## config.mk

```make
export PLATFORM = sky130hd
export DESIGN_NAME = bidir_recirc_shifter
export DESIGN_NICKNAME = d
export VERILOG_FILES = /design/src/rtl/bsr_pkg.sv /design/src/rtl/bsr_ctrl.sv /design/src/rtl/bsr_cell_array.sv /design/src/rtl/bsr_end_retime.sv /design/src/rtl/bidir_recirc_shifter.sv
export SDC_FILE = /design/constraint.sdc
export NUM_CORES = 1
export LEC_CHECK = 0
export ABC_AREA = 1
export BUFFER_PORTS_ARGS = -buffer_cell sky130_fd_sc_hd__buf_2
export CAP_MARGIN = 30
export CORE_MARGIN = 2
export CORE_UTILIZATION = 61
export CTS_CLUSTER_DIAMETER = 150
export DETAILED_ROUTE_END_ITERATION = 16
export PLACE_DENSITY_LB_ADDON = 0.15
export SLEW_MARGIN = 15
export SYNTH_ARGS = -nofsm -noshare
export SYNTH_HDL_FRONTEND = slang
export SYNTH_HIERARCHICAL = 1
export SYNTH_SLANG_ARGS = --single-unit
```

## constraint.sdc

```tcl
create_clock -name clk -period 1.4 [get_ports clk]
set_input_delay 0.28 -clock clk [delete_from_list [all_inputs] [get_ports clk]]
set_output_delay 0.28 -clock clk [all_outputs]
set_load 0.02 [all_outputs]
```

## src/rtl/bsr_pkg.sv

```systemverilog
package bsr_pkg;
   typedef enum logic [1:0] {
      MOVE_HOLD = 2'd0,
      MOVE_UP   = 2'd1,
      MOVE_DOWN = 2'd2
   } move_e;
endpackage

```

## src/rtl/bsr_ctrl.sv

```systemverilog
module bsr_ctrl
   import bsr_pkg::*;
(
   input  logic  shift_left,
   input  logic  load_ext,
   input  logic  freeze,
   input  logic  fill_low,
   input  logic  fill_high,
   input  logic  end_low,
   input  logic  end_high,
   output move_e move,
   output logic  entry_bit
);
   always_comb begin
      if (freeze)          move = MOVE_HOLD;
      else if (shift_left) move = MOVE_DOWN;
      else                 move = MOVE_UP;
   end

   always_comb begin
      if (move == MOVE_DOWN) entry_bit = load_ext ? fill_high : end_low;
      else                   entry_bit = load_ext ? fill_low  : end_high;
   end
endmodule

```

## src/rtl/bsr_cell_array.sv

```systemverilog
module bsr_cell_array
   import bsr_pkg::*;
#(
   parameter int NUM_STAGES = 32
) (
   input  logic                  clk,
   input  logic                  rst,
   input  move_e                 move,
   input  logic                  entry_bit,
   output logic [NUM_STAGES-1:0] q
);
   localparam int LAST = NUM_STAGES - 1;

   for (genvar i = 0; i < NUM_STAGES; i++) begin : g_cell
      logic from_below;
      logic from_above;
      logic nxt;

      if (i == 0) begin : g_low_end
         assign from_below = entry_bit;
      end else begin : g_low_mid
         assign from_below = q[i-1];
      end

      if (i == LAST) begin : g_high_end
         assign from_above = entry_bit;
      end else begin : g_high_mid
         assign from_above = q[i+1];
      end

      always_comb begin
         unique case (move)
            MOVE_UP:   nxt = from_below;
            MOVE_DOWN: nxt = from_above;
            default:   nxt = q[i];
         endcase
      end

      always_ff @(posedge clk) begin
         if (rst) q[i] <= 1'b0;
         else     q[i] <= nxt;
      end
   end
endmodule

```

## src/rtl/bsr_end_retime.sv

```systemverilog
module bsr_end_retime #(
   parameter int WIDTH = 2
) (
   input  logic             clk,
   input  logic             rst,
   input  logic [WIDTH-1:0] src,
   output logic [WIDTH-1:0] dst
);
   always_ff @(negedge clk) begin
      if (rst) dst <= '0;
      else     dst <= src;
   end
endmodule

```

## src/rtl/bidir_recirc_shifter.sv

```systemverilog
module bidir_recirc_shifter
   import bsr_pkg::*;
#(
   parameter int NUM_STAGES = 32
) (
   input  logic clk,
   input  logic rst,
   input  logic shift_left,
   input  logic load_ext,
   input  logic freeze,
   input  logic fill_low,
   input  logic fill_high,
   output logic tap_low,
   output logic tap_high
);
   localparam int LAST = NUM_STAGES - 1;
   localparam int TAPS = 2;

   if (NUM_STAGES < 2) begin : g_bad_depth
      $error("bidir_recirc_shifter: NUM_STAGES must be at least 2");
   end

   move_e                 move;
   logic                  entry_bit;
   logic [NUM_STAGES-1:0] stage_q;
   logic [TAPS-1:0]       tap_vec;

   bsr_ctrl u_ctrl (
      .shift_left (shift_left),
      .load_ext   (load_ext),
      .freeze     (freeze),
      .fill_low   (fill_low),
      .fill_high  (fill_high),
      .end_low    (stage_q[0]),
      .end_high   (stage_q[LAST]),
      .move       (move),
      .entry_bit  (entry_bit)
   );

   bsr_cell_array #(.NUM_STAGES(NUM_STAGES)) u_cells (
      .clk       (clk),
      .rst       (rst),
      .move      (move),
      .entry_bit (entry_bit),
      .q         (stage_q)
   );

   bsr_end_retime #(.WIDTH(TAPS)) u_taps (
      .clk (clk),
      .rst (rst),
      .src ({stage_q[LAST], stage_q[0]}),
      .dst (tap_vec)
   );

   assign tap_low  = tap_vec[0];
   assign tap_high = tap_vec[1];
endmodule

```

==> results summary, run 1 <==
The flow ran to the end, but the final reports show violations. The final reports fail on setup timing. The detailed router put a total of 1485 microns of wire on met1. The delay of the slowest cell on the worst path came out at 0.31 ns. The count of mapped cells out of synthesis is 300.

The worst pin sits at a relative slew slack of 0.8870. The filler cell count in the final layout is 267. Wire segments on met3 add up to 112 microns in the final route. The remaining global-route overflow came out at 0. The final hold violation count came out at 0.

The number of cells on the worst reg-to-reg path is 2. The number of remaining DRC errors came out at 0. Hold is met by 0.3955 ns. The first-pass GRT wire length is 5499 microns.

The iteration-0 DRC count of the detailed router came out at 84. The number of CTS-inserted buffers is 5. On the critical path the largest part of the delay comes from flip-flops. The setup fix buffers added after clock tree synthesis came out at 0. In this run the worst hold path is classified as primary input to flip-flop.

After detailed routing, no signal wire sits above met4. In this run the power density over the cells is 1136 nW/um^2. The worst register-to-register path begins at u_cells/g_cell[30].from_above.

The number of buffers and inverters on the critical path is 1. The root buffer cell chosen for the clock tree is clkbuf_4. The count of nets left with antenna violations after detail routing is 0. Max-cap violations in this run came to 0. The area of the placeable core came out at 2781 sq um.

The estimated wirelength of the detail-placed design is 1836 microns. The storage element area came out at 683.2 sq um. The count of final max-slew check failures came out at 0. The top cell types in the final layout, fill and taps aside, are nor2_1 (99), nand2_1 (71), inv_1 (40). The worst setup path is of the flip-flop to primary output kind. The total of warnings raised by yosys came out at 6.

The total leakage power is 0.9276 nW. The largest net degree at the start of global routing came out at 47. The arrival time of the worst setup path came out at 1.51 ns.

The via-per-instance ratio is 4.812. Across every metal layer, demand over resource in global routing totals 0.2072. The clock-pin transition on the worst setup and hold timing paths came out at 0.10 ns.

The area of the die is 3420 sq um. The cell area after synthesis is 1810 sq um. The number of antenna violations at the first check in global routing came out at 0. The net count after synthesis came out at 308. The maximum fanout encountered on the critical timing path is 1. The number of antenna repair diodes is 0. The final routed wire length divided by cell count is 8.982 microns.

The cell with the largest stage delay on the worst path is dfxtp_2. The launching element type of the critical path is a flip-flop. For the worst-skew pair, the clock arrives at the later sink with an insertion delay of 0.39 ns. The first detailed-routing pass ran for 5 iterations. In this run the vertical extent of the chip is 58.48 microns. In this run the core area contains 19 standard-cell rows.

The placer congestion estimate came out at 0.7544. The met2 wire length is 1367 microns. For this configuration, the core starts out at a cell density of 0.6509. The post-placement worst setup slack is -0.03906 ns. The total detailed-routing wirelength came out at 3009 microns. Relative to the synthesized area, the layout overhead comes to 5.805%. For the final database, setup skew stands at 0.04993 ns.

The via count of the first global-routing pass came out at 1382. Setup violations remaining at the end of the flow were counted as 2. In this run the horizontal extent of the chip is 58.48 microns. The required time at the endpoint of the critical path came out at 1.12 ns. The number of levels the H-tree was split into came out at 2.

The fraction of final layout cells with drive strength greater than 1 came out at 0.09211. Counting along the longest clock path gives a buffer depth of 2. The boundary pin count came out at 9. The via count of the routed design is 1612. The critical path goes through buf_6. Setup repair after global routing could not meet its margin everywhere.

The path with the worst hold slack has its endpoint at u_cells/g_cell[24].from_above. The highest ir drop seen on vdd came out at 0.001194 V. After synthesis, the mean cell area works out to 6.035 sq um.

TritonCTS built the clock tree. The net count of the finished layout came out at 311. At the end of the flow the core is filled with cells to 0.6887. The endpoint identified for the worst register-to-register timing path is u_taps/dst[1].

The setup slack of the critical path after layout is -0.3937 ns. The worst-case register-to-register setup slack is 0.14 ns. In the final layout, the multi-input gates occupy 824.5 sq um.

The number of instances on the worst hold path is 5. During placement, the flow inserted port buffers numbering 8. At the pin with the least slew margin, the transition time is 0.1677 ns. STA classifies the critical path endpoint as a primary output. The most frequent standard cell in the layout excluding fill and tap cells is nor2_1.

The clock sink total came out at 34. In this run the most critical hold path is launched from rst.
repair_timing:
item | 4_1_cts | 5_1_grt
gates resized for setup | 6 | 0
hold buffers | 0 | 0
endpoints found under the setup margin | 2 | 2
how the worst max path moves through the flow:
stage | start | endpoint | slack (ns) | cells past startpoint
after floorplan | u_taps/dst[1] | tap_high | 0.02 | 0
after global placement | u_taps/dst[1] | tap_high | -0.009 | 1
after detailed placement | freeze | u_cells/g_cell[14].from_above | -0.04 | 10
after CTS | u_taps/dst[1] | tap_high | -0.40 | 1
after global routing | u_taps/dst[1] | tap_high | -0.42 | 1
final | u_taps/dst[1] | tap_high | -0.39 | 1
metal layers:
layer	global-route usage	up-vias
li1	-	882
met1	0.2431	699
met2	0.3483	25
met3	0.07253	6
met4	0.07641	0
met5	0	-
registers in the layout, summed over array words and instances (netlist names):
name and flops:
u_cells/g_cell.from_above 29, u_taps/dst 2, u_cells/g_cell.from_below 3
metrics by stage:
step | TNS [ns] | std cells | instance area, sq um | power (mW)
CTS | -0.7925 | 335 | 1916 | 2.196
detailed placement | -0.3873 | 326 | 1833 | 1.581
global route | -0.8367 | 335 | 1916 | 2.318
finish | -0.7827 | 335 | 1916 | 2.176
floorplan | 0 | 300 | 1810 | 1.507
global placement | -0.02721 | 326 | 1833 | 1.572
where the power goes:
group	leakage (nW)	internal [mW]	total [mW]	switching [mW]
sequential	0.281	1.07	1.13	0.0648
clock	0.0515	0.288	0.623	0.335
combinational	0.595	0.172	0.422	0.250
total	0.928	1.53	2.18	0.650
final cells by class:
cell class                 count  area share
multi-input combinational    205      0.4304
sequential                    34      0.3566
inverter                      42     0.08230
timing repair buffer          13     0.07315
clock buffer                   6     0.02155
tap                           31     0.02025
clock inverter                 4     0.01568
Power figures use the tool's default switching activity.
==> run 2, diff against run 1 <==
--- a/config.mk
+++ b/config.mk
@@ -11,8 +11,9 @@
 export CORE_MARGIN = 2
 export CORE_UTILIZATION = 61
 export CTS_CLUSTER_DIAMETER = 150
+export CTS_CLUSTER_SIZE = 25
 export DETAILED_ROUTE_END_ITERATION = 16
-export PLACE_DENSITY_LB_ADDON = 0.15
+export PLACE_DENSITY_LB_ADDON = 0.3
 export SLEW_MARGIN = 15
 export SYNTH_ARGS = -nofsm -noshare
 export SYNTH_HDL_FRONTEND = slang
==> results summary, run 2 (synthesis gave the netlist of run 1 again) <==
The fraction of final layout cells with drive strength greater than 1 is 0.1013 (+0.009202). The estimated wirelength of the detail-placed design was 1922 microns (+4.7%). The count of endpoints failing setup in the final report came out at 2 (unchanged). The worst slack on hold paths came to 0.4433 ns (+0.04780 ns). The x dimension of the die was 58.48 microns (unchanged).

The combined global-route utilization of all metal layers came out at 0.2075 (+0.0002706). On the critical path the largest part of the delay comes from flip-flops. The maximum fanout encountered on the critical timing path came out at 1 (unchanged).

The count of nets left with antenna violations after detail routing was 0 (unchanged). The most frequent standard cell in the layout excluding fill and tap cells is nor2_1. The largest clock skew in the final design was 0.04962 ns (-0.0003100 ns).

The clock sink total is 34 (unchanged). The count of final max-slew check failures is 0 (unchanged). The via-per-instance ratio came to 4.751 (-1.3%). The number of antenna repair diodes came to 0 (unchanged). The height of the die is 58.48 microns (unchanged). The category of the worst setup path capture point is a primary output. The number of levels the H-tree was split into was 2 (unchanged).

The number of antenna violations at the first check in global routing came out at 0 (unchanged). The post-placement worst setup slack is -0.03525 ns (+0.003811 ns). The arrival time of the worst setup path came out at 1.51 ns (about the same).

The boundary pin count is 9 (unchanged). In the layout the commonest cells are nor2_1 (99), nand2_1 (71), inv_1 (40). The buffer cell driving the clock tree root is clkbuf_4.

STA classifies the critical path startpoint as a flip-flop. The iteration-0 DRC count of the detailed router came out at 51 (-39%). The number of CTS-inserted buffers is 5 (unchanged). The maximum buffer depth of the clock tree came to 2 (unchanged). Walking the worst path, the cells encountered are buf_6. The area of all placed cells without fillers came out at 1924 sq um (+0.46%). The storage element area is 683.2 sq um (unchanged). The checks that failed: setup timing. The final sum of negative setup slack is -0.7645 ns (+0.01812 ns).

The final routed wire length divided by cell count was 8.813 microns (-1.9%). The filler cell count in the final layout is 266 (-0.37%). The instance area after placement is 1851 sq um (+0.96%). The net count of the finished layout was 315 (+1.3%). The number of iterations in the first detailed-routing pass came out at 4 (-1). The placement row count came to 19 (unchanged). The largest net degree at the start of global routing came to 35 (-26%).

The required time at the endpoint of the critical path was 1.12 ns (about the same). The number of remaining DRC errors is 0 (unchanged). The area of the placeable core came out at 2781 sq um (unchanged). The initial core utilization is 0.6509 (unchanged). The final hold violation count came to 0 (unchanged). The cell with the largest stage delay on the worst path is dfxtp_2. The clock-pin transition on the worst setup and hold timing paths is 0.10 ns (about the same).

The total detailed-routing wirelength is 2970 microns (-1.3%). The multi-input logic area is 824.5 sq um (unchanged). The first-pass GRT wire length was 5437 microns (-1.1%). The total leakage power was 0.9379 nW (+1.1%). The count of buffering cells on the critical path with inverters included is 1 (unchanged). The worst slew margin relative to its limit is 0.7209 (-0.1661). The delay of the slowest cell on the worst path is 0.31 ns (about the same).

The via count of the routed design is 1601 (-0.68%). The clock latency of the later-clocked register in the worst-skew pair is 0.38 ns (about the same). The area of the die is 3420 sq um (unchanged). The number of max-capacitance violations reported is 0 (unchanged). The number of flip-flops under the largest register name was 29 (unchanged).

The tightest min-delay check is of the primary input to flip-flop type. TritonCTS built the clock tree. The power density over the cells is 1118 nW/um^2 (-1.6%). The run finished, with violations left.

The highest ir drop seen on vdd is 0.0008738 V (-27%). The setup path with the least slack is of type flip-flop to primary output. The transition time of the tightest slew-check pin is 0.4180 ns (+0.2503 ns).

The area growth from synthesis to final layout came out at 6.289%. The remaining global-route overflow came out at 0 (unchanged). The count of port buffers added during placement came out at 8 (unchanged). The via count of the first global-routing pass is 1318 (-4.6%). The setup slack of the critical path after layout was -0.3866 ns (+0.007172 ns). The placer congestion estimate is 0.7397 (-1.9%). Setup repair after global routing could not meet its margin everywhere.
run 2: metrics by stage:
stage	cells	power [mW]	util
floorplan	300	1.507	-
global placement	330	1.578	0.6653
detailed placement	330	1.590	0.6653
CTS	337	2.175	0.6914
global route	337	2.294	0.6919
finish	337	2.151	0.6919
run 2: layer usage:
metal  global-route usage  up-vias  wire length (microns)
met5                    0        -                      0
met4              0.07973        0                     54
met3              0.06593        5                    123
met2               0.3547       28                   1342
met1               0.2410      676                   1449
li1                     -      892                      -
run 2: report_power, final:
group / total [mW] / internal (mW) / switching, mW
sequential: 1.13 / 1.07 / 0.0668
combinational: 0.428 / 0.179 / 0.249
clock: 0.590 / 0.271 / 0.319
run 2: worst reg2reg max path: stages, from the launching register on:
cell and delay (ns):
dfxtp_1 0.39, inv_1 0.05, nor2_1 0.07
run 2: repair_timing:
action	CTS	global route
gates resized for setup	5	1
endpoints found under the setup margin	2	2
setup buffers	0	0
hold buffers	0	0
run 2: final timing paths:
kind                                                    from                             to  slack, ns  cells after the start
worst max-delay path                           u_taps/dst[0]                        tap_low      -0.39                      1
worst min-delay path                                     rst  u_cells/g_cell[27].from_above       0.44                      4
worst max register to register  u_cells/g_cell[1].from_below                  u_taps/dst[0]       0.17                      2
worst min register to register  u_cells/g_cell[2].from_above   u_cells/g_cell[2].from_above       0.56                      2
run 2: layout make-up:
class	instances	share of cell area
clock buffer	5	0.01951
timing repair buffer	17	0.08192
sequential	34	0.3550
multi-input combinational	205	0.4285
clock inverter	3	0.01300
inverter	42	0.08192
tap	31	0.02016
==> run 3, diff against run 2 <==
--- a/config.mk
+++ b/config.mk
@@ -5,15 +5,14 @@
 export SDC_FILE = /design/constraint.sdc
 export NUM_CORES = 1
 export LEC_CHECK = 0
-export ABC_AREA = 1
 export BUFFER_PORTS_ARGS = -buffer_cell sky130_fd_sc_hd__buf_2
 export CAP_MARGIN = 30
 export CORE_MARGIN = 2
-export CORE_UTILIZATION = 61
+export CORE_UTILIZATION = 60
 export CTS_CLUSTER_DIAMETER = 150
-export CTS_CLUSTER_SIZE = 25
 export DETAILED_ROUTE_END_ITERATION = 16
 export PLACE_DENSITY_LB_ADDON = 0.3
+export RECOVER_POWER = 100
 export SLEW_MARGIN = 15
 export SYNTH_ARGS = -nofsm -noshare
 export SYNTH_HDL_FRONTEND = slang
==> results summary, run 3 <==
The clock-pin transition on the worst setup and hold timing paths is 0.10 ns (about the same). The via count of the routed design came out at 1082 (-32%). In the layout the commonest cells are mux2i_1 (32), a211oi_1 (32), dfxtp_1 (32). The critical path is of the flip-flop to primary output type.

The number of max-capacitance violations reported is 0 (unchanged). The largest clock skew in the final design is 0.05917 ns (+0.009551 ns). TritonCTS built the clock tree. The combined global-route utilization of all metal layers came to 0.1987 (-0.008814).

The placement row count came to 19 (unchanged). The via count of the first global-routing pass came to 1139 (-14%). The count of nets left with antenna violations after detail routing came out at 0 (unchanged). The largest net degree at the start of global routing came out at 33 (-5.7%). The number of CTS-inserted buffers is 5 (unchanged).

The fraction of final layout cells with drive strength greater than 1 came out at 0.1595 (+0.05820). The count of mapped cells out of synthesis is 154 (-49%). The transition time of the tightest slew-check pin came to 0.2797 ns (-0.1383 ns). The estimated wirelength of the detail-placed design came to 1819 microns (-5.4%). The number of iterations in the first detailed-routing pass was 4 (unchanged). The instance area after placement was 1719 sq um (-7.1%). The total leakage power came out at 0.6780 nW (-28%). The highest ir drop seen on vdd is 0.0009700 V (+11%). The maximum buffer depth of the clock tree is 2 (unchanged).

The count of buffering cells on the critical path with inverters included came to 1 (unchanged). The height of the die is 57.14 microns (-2.3%). The sum of internal, switching and leakage power came out at 2.448 mW (+14%).

The x dimension of the die came to 57.14 microns (-2.3%). The delay of the slowest cell on the worst path is 0.32 ns (about the same). The worst slack on hold paths came to 0.3264 ns (-0.1169 ns). The total of warnings raised by yosys came out at 6 (unchanged). The worst-case register-to-register setup slack came out at 0.13 ns (-0.04 ns). The net count of the finished layout came out at 170 (-46%). The number of buffers inserted by hold repair at cts came out at 0 (unchanged). The share of the core filled with cells came out at 0.6736 (-0.01827). The number of antenna repair diodes is 0 (unchanged).

The final routed wire length divided by cell count is 14.58 microns (+65%). The tree is rooted in a clkbuf_4. The cell area after synthesis came out at 1694 sq um (-6.4%). The first-pass GRT wire length came out at 4974 microns (-8.5%). The final hold violation count was 0 (unchanged).

The arrival time of the worst setup path is 1.52 ns (about the same). STA classifies the critical path startpoint as a flip-flop. The number of placed cells counting well taps is 185 (-44%). The number of flip-flops under the largest register name came out at 29 (unchanged).

The maximum fanout encountered on the critical timing path is 1 (unchanged). The count of final max-slew check failures is 0 (unchanged). The count of endpoints failing setup in the final report is 2 (unchanged). The power density over the cells came out at 1341 nW/um^2 (+20%).

The category of the worst setup path capture point is a primary output. In this run the worst hold path is classified as primary input to flip-flop. The cell class contributing the biggest share of worst-path delay is flip-flops. The placer congestion estimate is 0.7139 (-3.5%).

The signal on the critical path passes through buf_6. The iteration-0 DRC count of the detailed router was 37 (-27%). The clock latency of the later-clocked register in the worst-skew pair came out at 0.38 ns (about the same). The number of antenna violations at the first check in global routing came out at 0 (unchanged).

The setup slack of the critical path after layout is -0.4036 ns (-0.01703 ns). The worst slew margin relative to its limit was 0.8135 (+0.09264). The clock sink total is 34 (unchanged). The initial core utilization came out at 0.6251 (-0.02581).

The boundary pin count came out at 9 (unchanged). The total detailed-routing wirelength came out at 2828 microns (-4.8%). The remaining global-route overflow is 0 (unchanged). The final non-filler cell total is 194 (-42%). The checks that failed: setup timing. The number of levels the H-tree was split into is 2 (unchanged). The count of port buffers added during placement is 8 (unchanged). The average cell area after synthesis came out at 11.00 sq um (+82%). Setup repair after global routing could not meet its margin everywhere. The flow ran to the end, but the final reports show violations. The net count after synthesis came out at 162 (-47%).

The number of remaining DRC errors is 0 (unchanged). For this design, the slowest cell found on the critical path is dfxtp_2. The required time at the endpoint of the critical path came out at 1.12 ns (about the same). The area of the placeable core came to 2710 sq um (-2.6%). The area of the die is 3264 sq um (-4.5%). The via-per-instance ratio was 5.577 (+17%). The area of all placed cells without fillers came out at 1826 sq um (-5.1%).

The area growth from synthesis to final layout is 7.755%.
[run 3: area by class of cell]
type / instances / area [sq um]
flip-flops and latches: 34 / 683.2
fillers: 223 / 884.6
clock buffers: 6 / 41.29
inverters: 2 / 7.507
well taps: 31 / 38.79
clock inverters: 4 / 67.56
multi-input cells: 102 / 858.3
repair buffers: 15 / 128.9
[run 3: final timing paths]
path | from | to | cells after the start
worst max register to register | u_cells/g_cell[1].from_below | u_taps/dst[0] | 1
worst min register to register | u_cells/g_cell[0].from_above | u_cells/g_cell[0].from_above | 2
worst max-delay path | u_taps/dst[0] | tap_low | 1
worst min-delay path | rst | u_cells/g_cell[2].from_above | 3
[run 3: metrics by stage]
stage / setup TNS (ns) / setup WS, ns
2_1_floorplan: 0 / 0.02488
3_3_place_gp: -0.3623 / -0.02142
3_5_place_dp: -2.377 / -0.1097
4_1_cts: -0.8143 / -0.4161
5_1_grt: -0.8476 / -0.4298
6_report: -0.7830 / -0.4036
[run 3: timing repair]
action                                  4_1_cts  5_1_grt
pin swaps                                     0        0
buffers inserted                              0        0
endpoints found under the setup margin        2        2
resized for setup                             6        0
gates cloned                                  0        0
[run 3: report_power, final]
part	internal, mW	switching, mW	total [mW]	leakage (nW)
Clock	0.565	0.337	0.902	0.0631
Combinational	0.220	0.188	0.408	0.333
Sequential	1.07	0.0722	1.14	0.281
Total	1.85	0.597	2.45	0.678
[run 3: layer usage]
layer	GRT usage	up-vias	part of all wire
met5	0	-	0
met4	0.08970	0	0.016
met3	0.04762	5	0.019
met2	0.3350	5	0.50
met1	0.2403	508	0.47
li1	-	564	-
